### src/rtl/st_pkg.sv
package st_pkg;
  localparam int FLG_N = 4;
  localparam int F_PIT  = 0;
  localparam int F_WDOG = 1;
  localparam int F_INC  = 2;
  localparam int F_ALM  = 3;

  localparam int A_PERIOD = 'h00;
  localparam int A_WDMODE = 'h04;
  localparam int A_PRESC  = 'h08;
  localparam int A_STATUS = 'h0C;
  localparam int A_IEN    = 'h10;
  localparam int A_IDIS   = 'h14;
  localparam int A_MASK   = 'h18;
  localparam int A_ALARM  = 'h1C;
  localparam int A_COUNT  = 'h20;
endpackage

### src/rtl/st_rtc.sv
module st_rtc #(
  parameter int CNT_W   = 20,
  parameter int PRE_W   = 16,
  parameter int PRE_RST = 32768
) (
  input  logic             clk,
  input  logic             rst_n,
  input  logic             tick,
  input  logic             pre_wr,
  input  logic [PRE_W-1:0] pre_wdata,
  input  logic             alm_wr,
  input  logic [CNT_W-1:0] alm_wdata,
  output logic [PRE_W-1:0] pre_q,
  output logic [CNT_W-1:0] alm_q,
  output logic [CNT_W-1:0] cnt_q,
  output logic             inc_ev,
  output logic             alm_ev
);
  // Number of ticks per count; a zero setting means the full range.
  function automatic logic [PRE_W:0] roll_limit(input logic [PRE_W-1:0] v);
    return (v == '0) ? {1'b1, {PRE_W{1'b0}}} : {1'b0, v};
  endfunction

  function automatic logic [CNT_W-1:0] step(input logic [CNT_W-1:0] v);
    return v + 1'b1;
  endfunction

  logic [PRE_W-1:0] pre_cnt;
  logic [PRE_W:0]   pre_nxt;
  logic [CNT_W-1:0] cnt_nxt;

  assign pre_nxt = {1'b0, pre_cnt} + 1'b1;
  assign inc_ev  = tick && !pre_wr && (pre_nxt == roll_limit(pre_q));
  assign cnt_nxt = step(cnt_q);
  assign alm_ev  = inc_ev && (cnt_nxt == alm_q);

  always_ff @(posedge clk) begin
    if (!rst_n) begin
      pre_q   <= PRE_W'(PRE_RST);
      pre_cnt <= '0;
      cnt_q   <= '0;
      alm_q   <= '1;
    end else begin
      if (pre_wr) begin
        pre_q   <= pre_wdata;
        pre_cnt <= '0;
      end else if (inc_ev) begin
        pre_cnt <= '0;
      end else if (tick) begin
        pre_cnt <= pre_nxt[PRE_W-1:0];
      end
      if (inc_ev) cnt_q <= cnt_nxt;
      if (alm_wr) alm_q <= alm_wdata;
    end
  end
endmodule

### src/rtl/st_pit.sv
module st_pit #(
  parameter int PIT_W = 16
) (
  input  logic             clk,
  input  logic             rst_n,
  input  logic             tick,
  input  logic             per_wr,
  input  logic [PIT_W-1:0] per_wdata,
  output logic [PIT_W-1:0] per_q,
  output logic             pit_ev
);
  logic [PIT_W-1:0] down_q;

  // The period expires on the tick that finds one count or fewer left.
  function automatic logic expired(input logic [PIT_W-1:0] left);
    return left <= PIT_W'(1);
  endfunction

  assign pit_ev = tick && !per_wr && (per_q != '0) && expired(down_q);

  always_ff @(posedge clk) begin
    if (!rst_n) begin
      per_q  <= '0;
      down_q <= '0;
    end else if (per_wr) begin
      per_q  <= per_wdata;
      down_q <= per_wdata;
    end else if (pit_ev) begin
      down_q <= per_q;
    end else if (tick && per_q != '0) begin
      down_q <= down_q - 1'b1;
    end
  end
endmodule

### src/rtl/st_flags.sv
module st_flags #(
  parameter int FLG_N = 4
) (
  input  logic             clk,
  input  logic             rst_n,
  input  logic [FLG_N-1:0] ev,
  input  logic             clr_rd,
  input  logic             ien_wr,
  input  logic             idis_wr,
  input  logic [FLG_N-1:0] wbits,
  output logic [FLG_N-1:0] sts_q,
  output logic [FLG_N-1:0] mask_q,
  output logic             irq
);
  // New events override the clear done by a status read.
  function automatic logic [FLG_N-1:0] next_flags(input logic [FLG_N-1:0] cur,
                                                  input logic clr,
                                                  input logic [FLG_N-1:0] e);
    return (clr ? '0 : cur) | e;
  endfunction

  assign irq = |(sts_q & mask_q);

  always_ff @(posedge clk) begin
    if (!rst_n) begin
      sts_q  <= '0;
      mask_q <= '0;
    end else begin
      sts_q <= next_flags(sts_q, clr_rd, ev);
      if (ien_wr)       mask_q <= mask_q | wbits;
      else if (idis_wr) mask_q <= mask_q & ~wbits;
    end
  end
endmodule

### src/rtl/slowclk_sys_timer.sv
module slowclk_sys_timer
  import st_pkg::*;
#(
  parameter int CNT_W   = 20,
  parameter int PRE_W   = 16,
  parameter int PRE_RST = 32768,
  parameter int PIT_W   = 16,
  parameter int WD_W    = 16,
  parameter int ADDR_W  = 6,
  parameter int DATA_W  = 32
) (
  input  logic              clk,
  input  logic              rst_n,
  input  logic              tick,
  input  logic              bus_sel,
  input  logic              bus_we,
  input  logic [ADDR_W-1:0] bus_addr,
  input  logic [DATA_W-1:0] bus_wdata,
  output logic [DATA_W-1:0] bus_rdata,
  output logic              irq
);
  logic wr, rd;
  logic pre_wr, alm_wr, per_wr, wd_wr, ien_wr, idis_wr, rd_sts;
  logic [PRE_W-1:0] pre_q;
  logic [CNT_W-1:0] alm_q, cnt_q;
  logic [PIT_W-1:0] per_q;
  logic [WD_W-1:0]  wd_q;
  logic inc_ev, alm_ev, pit_ev;
  logic [FLG_N-1:0] ev, sts_q, mask_q;

  function automatic logic hit(input logic [ADDR_W-1:0] a, input int off);
    return a == ADDR_W'(off);
  endfunction

  assign wr      = bus_sel && bus_we;
  assign rd      = bus_sel && !bus_we;
  assign pre_wr  = wr && hit(bus_addr, A_PRESC);
  assign alm_wr  = wr && hit(bus_addr, A_ALARM);
  assign per_wr  = wr && hit(bus_addr, A_PERIOD);
  assign wd_wr   = wr && hit(bus_addr, A_WDMODE);
  assign ien_wr  = wr && hit(bus_addr, A_IEN);
  assign idis_wr = wr && hit(bus_addr, A_IDIS);
  assign rd_sts  = rd && hit(bus_addr, A_STATUS);

  st_rtc #(.CNT_W(CNT_W), .PRE_W(PRE_W), .PRE_RST(PRE_RST)) u_rtc (
    .clk(clk), .rst_n(rst_n), .tick(tick),
    .pre_wr(pre_wr), .pre_wdata(bus_wdata[PRE_W-1:0]),
    .alm_wr(alm_wr), .alm_wdata(bus_wdata[CNT_W-1:0]),
    .pre_q(pre_q), .alm_q(alm_q), .cnt_q(cnt_q),
    .inc_ev(inc_ev), .alm_ev(alm_ev)
  );

  st_pit #(.PIT_W(PIT_W)) u_pit (
    .clk(clk), .rst_n(rst_n), .tick(tick),
    .per_wr(per_wr), .per_wdata(bus_wdata[PIT_W-1:0]),
    .per_q(per_q), .pit_ev(pit_ev)
  );

  always_comb begin
    ev         = '0;
    ev[F_PIT]  = pit_ev;
    ev[F_INC]  = inc_ev;
    ev[F_ALM]  = alm_ev;
  end

  st_flags #(.FLG_N(FLG_N)) u_flags (
    .clk(clk), .rst_n(rst_n), .ev(ev), .clr_rd(rd_sts),
    .ien_wr(ien_wr), .idis_wr(idis_wr), .wbits(bus_wdata[FLG_N-1:0]),
    .sts_q(sts_q), .mask_q(mask_q), .irq(irq)
  );

  always_ff @(posedge clk) begin
    if (!rst_n)     wd_q <= '0;
    else if (wd_wr) wd_q <= bus_wdata[WD_W-1:0];
  end

  always_comb begin
    bus_rdata = '0;
    if (rd) begin
      if      (hit(bus_addr, A_PERIOD)) bus_rdata = DATA_W'(per_q);
      else if (hit(bus_addr, A_WDMODE)) bus_rdata = DATA_W'(wd_q);
      else if (hit(bus_addr, A_PRESC))  bus_rdata = DATA_W'(pre_q);
      else if (hit(bus_addr, A_STATUS)) bus_rdata = DATA_W'(sts_q);
      else if (hit(bus_addr, A_MASK))   bus_rdata = DATA_W'(mask_q);
      else if (hit(bus_addr, A_ALARM))  bus_rdata = DATA_W'(alm_q);
      else if (hit(bus_addr, A_COUNT))  bus_rdata = DATA_W'(cnt_q);
    end
  end
endmodule

### config.mk
export PLATFORM = sky130hd
export DESIGN_NAME = slowclk_sys_timer
export DESIGN_NICKNAME = d
export VERILOG_FILES = /design/src/rtl/st_pkg.sv /design/src/rtl/st_rtc.sv /design/src/rtl/st_pit.sv /design/src/rtl/st_flags.sv /design/src/rtl/slowclk_sys_timer.sv
export SDC_FILE = /design/constraint.sdc
export NUM_CORES = 1
export LEC_CHECK = 0
export BUFFER_PORTS_ARGS = -buffer_cell sky130_fd_sc_hd__clkbuf_2
export CELL_PAD_IN_SITES_DETAIL_PLACEMENT = 2
export CELL_PAD_IN_SITES_GLOBAL_PLACEMENT = 2
export CORE_MARGIN = 3
export CORE_UTILIZATION = 33
export DETAILED_ROUTE_END_ITERATION = 8
export PLACE_DENSITY_LB_ADDON = 0.12
export REMOVE_ABC_BUFFERS = 1
export SYNTH_ARGS = -nofsm -noshare
export SYNTH_HDL_FRONTEND = slang
export SYNTH_HIERARCHICAL = 1
export SYNTH_SLANG_ARGS = --single-unit
### constraint.sdc
create_clock -name clk -period 3.2 [get_ports clk]
set_input_delay 0.64 -clock clk [delete_from_list [all_inputs] [get_ports clk]]
set_output_delay 0.64 -clock clk [all_outputs]
set_load 0.01 [all_outputs]
==> out/qor.yml, run 1 <==
logic_synthesis:
  synth-compound-area-share_pct: 14.54
  synthTopCellsByCount: "dfxtp_1, mux2i_1, nand2_1"
  yosys_warnings: 6
  synth-xor-area-share_pct: 7.523
  synth_area_leaders: "dfxtp_1, mux2i_1, xnor2_1"
  synth_edf_count: 0
  ys_seq_area_share_pct: 31.44
  ys_async_sr_fraction_pct: 0
  yosysTopAreaCellShare_pct: 31.44
  synth_fa_ha_area_share_pct: 0.6142
  synth_most_common_cell: "dfxtp_1"
  netlist_area_sq_um: 8149
  synth_top_family_by_area: "simple AND/OR/NAND/NOR gates"
  ys.flop_type: "dfxtp_1"
  synth_seq_cells: 128
  syn_inst: 983
  synth_top_area_cell: "dfxtp_1"
  ys_types: 78
  synth.mux.area_fraction_pct: 12.65
  yosys.area_share.simple_pct: 27.16
  avgSynthCellArea_sq_um: 8.290
cells_and_area:
  fill_cells: 2703
  multi_input_area_sq_um: 5185
  finalNetCount: 1091
  drive_gt1_share_pct: 15.70
  seq_area_sq_um: 2562
  antenna_cells: 0
  design_area_sq_um: 9549
  utilization_pct: 39.97
  final_cell_count_no_fill: 1376
  areaGrowthSynthToFinish_pct: 17.18
route:
  vias: 7605
  ant_nets: 0
  wl_um: 29800
  firstDrtPassIters: 4
  viasPerCell: 5.527
  route.detailed.drc: 0
  first_iter_violations: 435
  wire_per_inst_um: 21.66
timing:
  drv_slew: 0
  finalHoldViolCount: 0
  worst_slack_ns: 0.07426
  fin_crit_sh_pct: 97.68
  worst_slew_pin_slew_ns: 0.8813
  post-route-min-period_ns: 3.126
  slew-limit-headroom_pct: 41.03
  final-setup-viol-count: 0
  fin_tns_setup_ns: 0
  skew_ns: 0.01079
  max_freq_mhz: 319.9
  rsz0062_at_grt: "no"
critical_path:
  crit_path_end_kind: "output pin"
  critPathKind: "in2out"
  rr_startpoint: "u_rtc/pre_cnt[0]"
  critical_path.startpoint_type: "primary input"
  cp.arrival_ns: 2.49
  rrSetupSlack_ns: 0.20
  path_max_fanout: 19
  timing.rr.end: "u_flags/sts_q[3]"
  worstPathRequired_ns: 2.56
  ff2ff_path_depth: 10
floorplan:
  fp.coreArea_sq_um: 23890
  die_area_sq_um: 26620
  start_util_pct: 34.11
  io_pins: 76
  num_rows: 56
  die_h_um: 163.1
  dieWidth_um: 163.1
worst_hold_path:
  min_to: "u_rtc/alm_q[18]"
  hp-class: "in2reg"
  min-delay-start: "bus_wdata[18]"
  worstHoldPathCells: 3
place:
  io_buffers: 51
  place_area_sq_um: 8914
  preCtsSetupSlack_ns: 0.01565
  placed_cells: 1344
  hpwl_um: 21310
  place_congestion: 0.8160
power_and_ir_drop:
  irDropWorstVdd_mv: 0.2531
  leakage_nw: 3.463
  powerDensity_nw_per_um2: 433.1
cts:
  cts.clk_slew.worst_paths_ns: 0.06
  root_buffer: "clkbuf_16"
  cts_tree: "yes"
  clock-sinks: 128
  htree_levels: 4
  clock_latency_ns: 0.42
  clock_path_buffers: 2
  numCtsBuffers: 17
run_status:
  run_status: "completed"
global_route:
  grt_max_degree: 84
  antenna_found_initial: 1
  grt_pass1_wl_um: 47350
  grt_use_total_pct: 22.83
  grt-ovfl-total: 0
  grt_pass1_vias: 8116
job:
  cap_violations: 0
-- stage by stage --
step | total power, mW | hold WS, ns
final | 4.135 | 0.4417
after global routing | 4.300 | 0.4376
after CTS | 4.179 | 0.4257
after detailed placement | 2.056 | 0.5102
after global placement | 2.050 | 0.4853
after floorplan | 1.857 | 0.4623
-- worst max-delay path, stage by stage --
cell and delay, ns:
clkbuf_2 0.13, or4b_2 0.72, nor2_2 0.19, buf_12 0.19, a22oi_1 0.11, a211oi_1 0.31, clkbuf_2 0.19
-- cell families after synthesis --
family | Yosys count
flip-flops | 128
other | 1
multiplexers | 103
adder cells (fa/ha/maj) | 4
buffers and inverters | 96
AND/OR/NAND/NOR | 411
AO/OA/AOI/OAI | 170
XOR/XNOR | 70
-- layout by cell type (no fill, tap or decap), drive strengths merged, types with 5 or more instances in the layout --
cell type	netlist	final
xnor2	47	47
buf	38	56
or4	12	12
nor3b	6	6
nand3	23	23
xor2	23	23
a31o	6	6
a31oi	11	11
nor4	20	20
o21ai	36	36
a22oi	21	21
o21a	7	7
conb	1	13
or3	9	9
and2	17	17
nand4	20	20
o211ai	7	7
inv	20	21
and3	11	11
nor2b	61	61
clkinv	0	7
nand2	90	90
nor3	29	29
nor2	70	70
dfxtp	128	128
a211oi	10	10
mux2i	103	103
a221oi	5	5
clkbuf	38	68
a21oi	28	28
nand2b	29	29
-- power by group --
group	internal (mW)	switching, mW	total, mW
logic	0.149	0.257	0.406
clock network	1.30	0.805	2.11
registers	1.60	0.0158	1.62
-- worst max path at each step --
stage / start / endpoint / slack [ns] / cells after the start
final: bus_addr[0] / bus_rdata[3] / 0.07 / 7
after global routing: bus_addr[0] / bus_rdata[3] / 0.02 / 7
after CTS: bus_addr[1] / bus_rdata[6] / 0.06 / 7
after detailed placement: bus_addr[0] / u_flags/sts_q[3] / 0.02 / 11
after global placement: bus_addr[1] / bus_rdata[9] / 0.11 / 7
after floorplan: bus_addr[1] / u_rtc/pre_cnt[4] / -1.46 / 8
-- repair_timing --
action | 4_1_cts | 5_1_grt
buffers inserted | 0 | 0
gates resized for setup | 0 | 2
hold buffers | 0 | 0
endpoints found under the setup margin | 0 | 2
-- cell type report --
| class | count | area share, % |
|---|---|---|
| sequential | 128 | 26.83 |
| inverter | 20 | 0.7862 |
| tap | 319 | 4.180 |
| timing repair buffer | 106 | 7.416 |
| multi-input combinational | 771 | 54.30 |
| clock buffer | 18 | 4.494 |
| clock inverter | 14 | 1.992 |
-- flip-flops by register name, summed over array words and instances (netlist names), named ones only --
name           count
u_rtc/pre_q       16
wd_q              16
u_rtc/cnt_q       20
u_flags/sts_q      4
u_rtc/pre_cnt     16
u_pit/per_q       16
u_rtc/alm_q       20
u_pit/down_q      16
-- routing by layer --
metal  routed length, um  part of all wire, %  up-vias  global-route usage [%]
met4                 368                  1.2        2                   4.960
met5                  13                0.044        -                       0
met2               14170                   48      121                   38.54
met3                 916                  3.1       24                   3.145
met1               14330                   48     3853                   31.09
li1                    -                    -     3605                       -
No activity file was read; power rests on OpenSTA's default activity.
==> run 2, diff against run 1 <==
CORE_UTILIZATION = 34   (was 33)
CTS_BUF_LIST = sky130_fd_sc_hd__clkbuf_4   (was unset)
SETUP_SLACK_MARGIN = 0.2   (was unset)
==> out/qor.yml, run 2 (same netlist as run 1, synthesis figures left out) <==
global_route:
  grt_max_degree: 72
  grt-ovfl-total: 0
  antenna_found_initial: 1
  grtUsageMet2_pct: 37.15
  grt_busiest_layer: "met2"
  grt_use_total_pct: 22.49
  grt_pass1_wl_um: 45940
  globalRouteMet3Util_pct: 3.198
  grt_pass1_vias: 7844
  gr-usage-met1_pct: 31.07
job:
  cap_violations: 0
floorplan:
  start_util_pct: 34.61
  fp.coreArea_sq_um: 23540
  die_area_sq_um: 25860
  dieWidth_um: 160.8
  io_pins: 76
  die_h_um: 160.8
  num_rows: 56
critical_path:
  cp.arrival_ns: 3.40
  path_cells: "nand4_2, or4_1, or3_1, a21oi_1, nand4_1, or3_1, a2111oi_4, o21a_1"
  cp_slowest_cell: "or4_1"
  crit_family: "simple AND/OR/NAND/NOR gates"
  slowest_delay_ns: 0.49
  critical_path.startpoint_type: "flop"
  critPathKind: "reg2reg"
  worstPathRequired_ns: 3.68
  cp_common_cell: "or3_1"
  path_max_fanout: 7
  path_buf_inv: 0
  crit_path_end_kind: "flop"
cells_and_area:
  reg_top3: "u_rtc/alm_q (20), u_rtc/cnt_q (20)"
  areaGrowthSynthToFinish_pct: 13.66
  finalNetCount: 1092
  utilization_pct: 39.34
  final_cell_count_no_fill: 1378
  fill_cells: 2716
  final_common_cell: "dfxtp_1"
  final_cell_mix: "dfxtp_1, mux2i_1, nand2_1"
  drive_gt1_share_pct: 16.73
route:
  first_iter_violations: 420
  route.detailed.drc: 0
  wl_um: 29100
  firstDrtPassIters: 4
  vias: 7502
  ant_nets: 0
  wire_per_inst_um: 21.12
  viasPerCell: 5.444
place:
  preCtsSetupSlack_ns: -0.007834
  hpwl_um: 21120
  placed_cells: 1345
  place_congestion: 0.8147
  io_buffers: 51
timing:
  drv_slew: 0
  slew-limit-headroom_pct: 49.29
  finalHoldViolCount: 0
  fin_crit_sh_pct: 91.20
  post-route-min-period_ns: 2.918
  final-setup-viol-count: 0
  max_freq_mhz: 342.6
  worst_slack_ns: 0.2816
  skew_ns: 0.02745
  worst_slew_pin_slew_ns: 0.7511
  rsz0062_at_grt: "no"
cts:
  holdBufCountCts: 0
  root_buffer: "clkbuf_4"
  cts.clk_slew.worst_paths_ns: 0.13
  htree_levels: 4
  numCtsBuffers: 17
  clock_latency_ns: 0.55
  cts_tree: "yes"
  clock-sinks: 128
  clock_path_buffers: 2
run_status:
  run_status: "completed"
power_and_ir_drop:
  powerDensity_nw_per_um2: 350.4
  irDropWorstVdd_mv: 0.1661
  leakage_nw: 3.337
worst_hold_path:
  hp-class: "in2reg"
-- run 2: cell type report --
type,instances,area (sq um),area share (%)
Multi-Input combinational cell,771,5225,56.41
Clock buffer,19,142.6,1.540
Sequential cell,128,2566,27.70
Inverter,20,75.07,0.8105
Clock inverter,13,145.1,1.567
Tap cell,319,399.1,4.309
Antenna cell,1,2.502,0.02702
Timing Repair Buffer,107,706.9,7.632
-- run 2: timing repair --
| action | in CTS | in global routing |
|---|---|---|
| pin swaps | 1 | 0 |
| gates resized for setup | 6 | 9 |
| setup buffers | 0 | 0 |
| endpoints found under the setup margin | 14 | 19 |
-- run 2: worst min-delay path, cell delays in order --
cell and delay [ns]:
clkbuf_2 0.07, mux2i_1 0.06, nand2_1 0.06
-- run 2: power by group --
| group | total (mW) | internal, mW | switching [mW] |
|---|---|---|---|
| logic | 0.405 | 0.150 | 0.255 |
| registers | 1.62 | 1.60 | 0.0167 |
| clock network | 1.22 | 0.548 | 0.672 |
| total | 3.25 | 2.30 | 0.944 |
-- run 2: routing by layer --
metal	up-vias	wire length, um
met1	3766	14130
met5	-	0
li1	3605	-
met2	108	13690
met3	23	860
met4	0	414
-- run 2: per-stage QoR --
stage          instance area, sq um  hold slack, ns  total power [mW]    TNS, ns
2_1_floorplan                  7779          0.4623             1.857     -64.32
3_3_place_gp                   8909          0.4862             2.050          0
3_5_place_dp                   8909          0.5059             2.056  -0.007834
4_1_cts                        9218          0.2500             3.280          0
5_1_grt                        9263          0.2453             3.400          0
6_report                       9263          0.2921             3.246          0
-- run 2: final timing paths --
check | slack, ns | start | to | depth (start not counted)
worst max register to register | 0.28 | u_rtc/pre_cnt[0] | u_flags/sts_q[3] | 8
worst min-delay path | 0.29 | bus_wdata[19] | u_rtc/alm_q[19] | 3
worst min register to register | 0.53 | u_rtc/cnt_q[19] | u_rtc/cnt_q[19] | 2
worst max-delay path | 0.28 | u_rtc/pre_cnt[0] | u_flags/sts_q[3] | 8
==> run 3, diff against run 2 <==
--- a/config.mk
+++ b/config.mk
@@ -6,4 +6,5 @@
 export NUM_CORES = 1
 export LEC_CHECK = 0
+export ABC_CLOCK_PERIOD_IN_PS = 3200
 export BUFFER_PORTS_ARGS = -buffer_cell sky130_fd_sc_hd__clkbuf_2
 export CELL_PAD_IN_SITES_DETAIL_PLACEMENT = 2
@@ -16,4 +17,5 @@
 export REMOVE_ABC_BUFFERS = 1
 export SETUP_SLACK_MARGIN = 0.2
+export SKIP_CTS_REPAIR_TIMING = 1
 export SYNTH_ARGS = -nofsm -noshare
 export SYNTH_HDL_FRONTEND = slang
==> constraint.sdc (replaced) <==
create_clock -name clk -period 3.2 [get_ports clk]
set_input_delay 0.8 -clock clk [delete_from_list [all_inputs] [get_ports clk]]
set_output_delay 0.8 -clock clk [all_outputs]
set_load 0.01 [all_outputs]
==> out/qor.yml, run 3 (same netlist as run 1, synthesis figures left out) <==
place:
  place_congestion: 0.8323
  place_area_sq_um: 9024
  io_buffers: 51
  hpwl_um: 21910
global_route:
  grt_pass1_wl_um: 46370
  grt_max_degree: 67
  grt-ovfl-total: 0
  grt_pass1_vias: 7917
  grt_use_total_pct: 22.78
  antenna_found_initial: 1
timing:
  fin_crit_sh_pct: 98.94
  drv_slew: 0
  max_freq_mhz: 315.9
  rsz0062_at_grt: "yes"
  final-setup-viol-count: 0
  fin_tns_setup_ns: 0
  finalHoldViolCount: 0
  post-route-min-period_ns: 3.166
  skew_ns: 0.02571
  worst_slew_pin_slew_ns: 0.8960
  slew-limit-headroom_pct: 39.51
job:
  cap_violations: 0
cts:
  clock-sinks: 128
  cts_tree: "yes"
  numCtsBuffers: 17
  htree_levels: 4
  cts.clk_slew.worst_paths_ns: 0.13
  root_buffer: "clkbuf_4"
  clock_path_buffers: 2
  clock_latency_ns: 0.57
critical_path:
  critical_path.startpoint_type: "primary input"
  rrSetupSlack_ns: 0.32
  path_max_fanout: 8
  worstPathRequired_ns: 2.40
  cp.arrival_ns: 2.37
  critPathKind: "in2out"
  slowest_delay_ns: 0.56
  path_cells: "buf_6, or4b_4, nor2_4, buf_12, buf_4, a22oi_2, a21oi_2, buf_2"
  cp_slowest_cell: "or4b_4"
  crit_path_end_kind: "output pin"
floorplan:
  dieWidth_um: 160.8
  num_rows: 56
  io_pins: 76
  fp.coreArea_sq_um: 23540
  die_h_um: 160.8
  start_util_pct: 34.61
  die_area_sq_um: 25860
power_and_ir_drop:
  irDropWorstVdd_mv: 0.1462
  leakage_nw: 3.452
  powerDensity_nw_per_um2: 332.3
route:
  wire_per_inst_um: 21.39
  vias: 7616
  route.detailed.drc: 0
  wl_um: 29890
  firstDrtPassIters: 4
  viasPerCell: 5.452
  first_iter_violations: 463
  ant_nets: 0
cells_and_area:
  areaGrowthSynthToFinish_pct: 17.52
  reg_top3: "u_rtc/alm_q (20), u_rtc/cnt_q (20)"
  final_common_cell: "dfxtp_1"
  drive_gt1_share_pct: 20.24
  fill_cells: 2723
  finalNetCount: 1111
  design_area_sq_um: 9577
  final_cell_mix: "dfxtp_1, mux2i_1, nand2_1"
run_status:
  run_status: "completed"
worst_hold_path:
  hp-class: "in2reg"
## run 3: cell types whose count changed in the layout (fill, tap and decap cells not counted), moves of 3 or more
cell      change
a21oi_1       -5
a21oi_2       +5
a22oi_1       -8
a22oi_2       +8
buf_2        +13
buf_4        +11
buf_6         +5
clkbuf_2     -14
nor3_1        -3
nor3_2        +3
## run 3: through the flow
| step | total power [mW] | worst slack (ns) | util [%] | instances | hold WS [ns] |
|---|---|---|---|---|---|
| floorplan | 1.857 | -1.619 | - | 919 | 0.4623 |
| detailed placement | 2.076 | -0.1831 | 38.33 | 1357 | 0.5077 |
| CTS | 3.205 | -0.1894 | 39.43 | 1389 | 0.4010 |
| finish | 3.182 | 0.03406 | 40.68 | 1397 | 0.4377 |
| global placement | 2.067 | -0.1782 | 38.33 | 1357 | 0.4863 |
| global route | 3.346 | 0.01555 | 40.68 | 1397 | 0.4079 |
## run 3: layout make-up
| cell class | count | area (sq um) | area share [%] |
|---|---|---|---|
| Multi-Input combinational cell | 771 | 5354 | 55.91 |
| Timing Repair Buffer | 126 | 920.9 | 9.616 |
| Antenna cell | 1 | 2.502 | 0.02613 |
| Clock inverter | 14 | 123.9 | 1.293 |
| Inverter | 20 | 75.07 | 0.7839 |
| Clock buffer | 18 | 135.1 | 1.411 |
| Tap cell | 319 | 399.1 | 4.168 |
| Sequential cell | 128 | 2566 | 26.80 |
## run 3: critical path: cells and delay by family
family | cells | cell delay, ns
buffers and inverters | 4 | 0.53
AND/OR/NAND/NOR | 2 | 0.77
AO/OA/AOI/OAI | 2 | 0.25
## run 3: power by group
group	switching (mW)	internal, mW	leakage [nW]
logic	0.272	0.171	2.28
clock network	0.665	0.454	0.140
registers	0.0159	1.60	1.03
total	0.953	2.23	3.45
## run 3: final timing paths
path                    start                to  cells after the start
max reg2reg  u_rtc/pre_cnt[7]  u_flags/sts_q[3]                      8
max               bus_addr[0]      bus_rdata[5]                      8
min             bus_wdata[16]   u_rtc/alm_q[16]                      3
min reg2reg          wd_q[10]          wd_q[10]                      2
## run 3: routing by layer
| metal | global-route usage, % | wire (um) | up-vias |
|---|---|---|---|
| met5 | 0 | 0 | - |
| met4 | 4.106 | 216 | 0 |
| met3 | 3.559 | 977 | 15 |
| met2 | 38.73 | 14480 | 117 |
| met1 | 30.95 | 14210 | 3828 |
| li1 | - | - | 3656 |
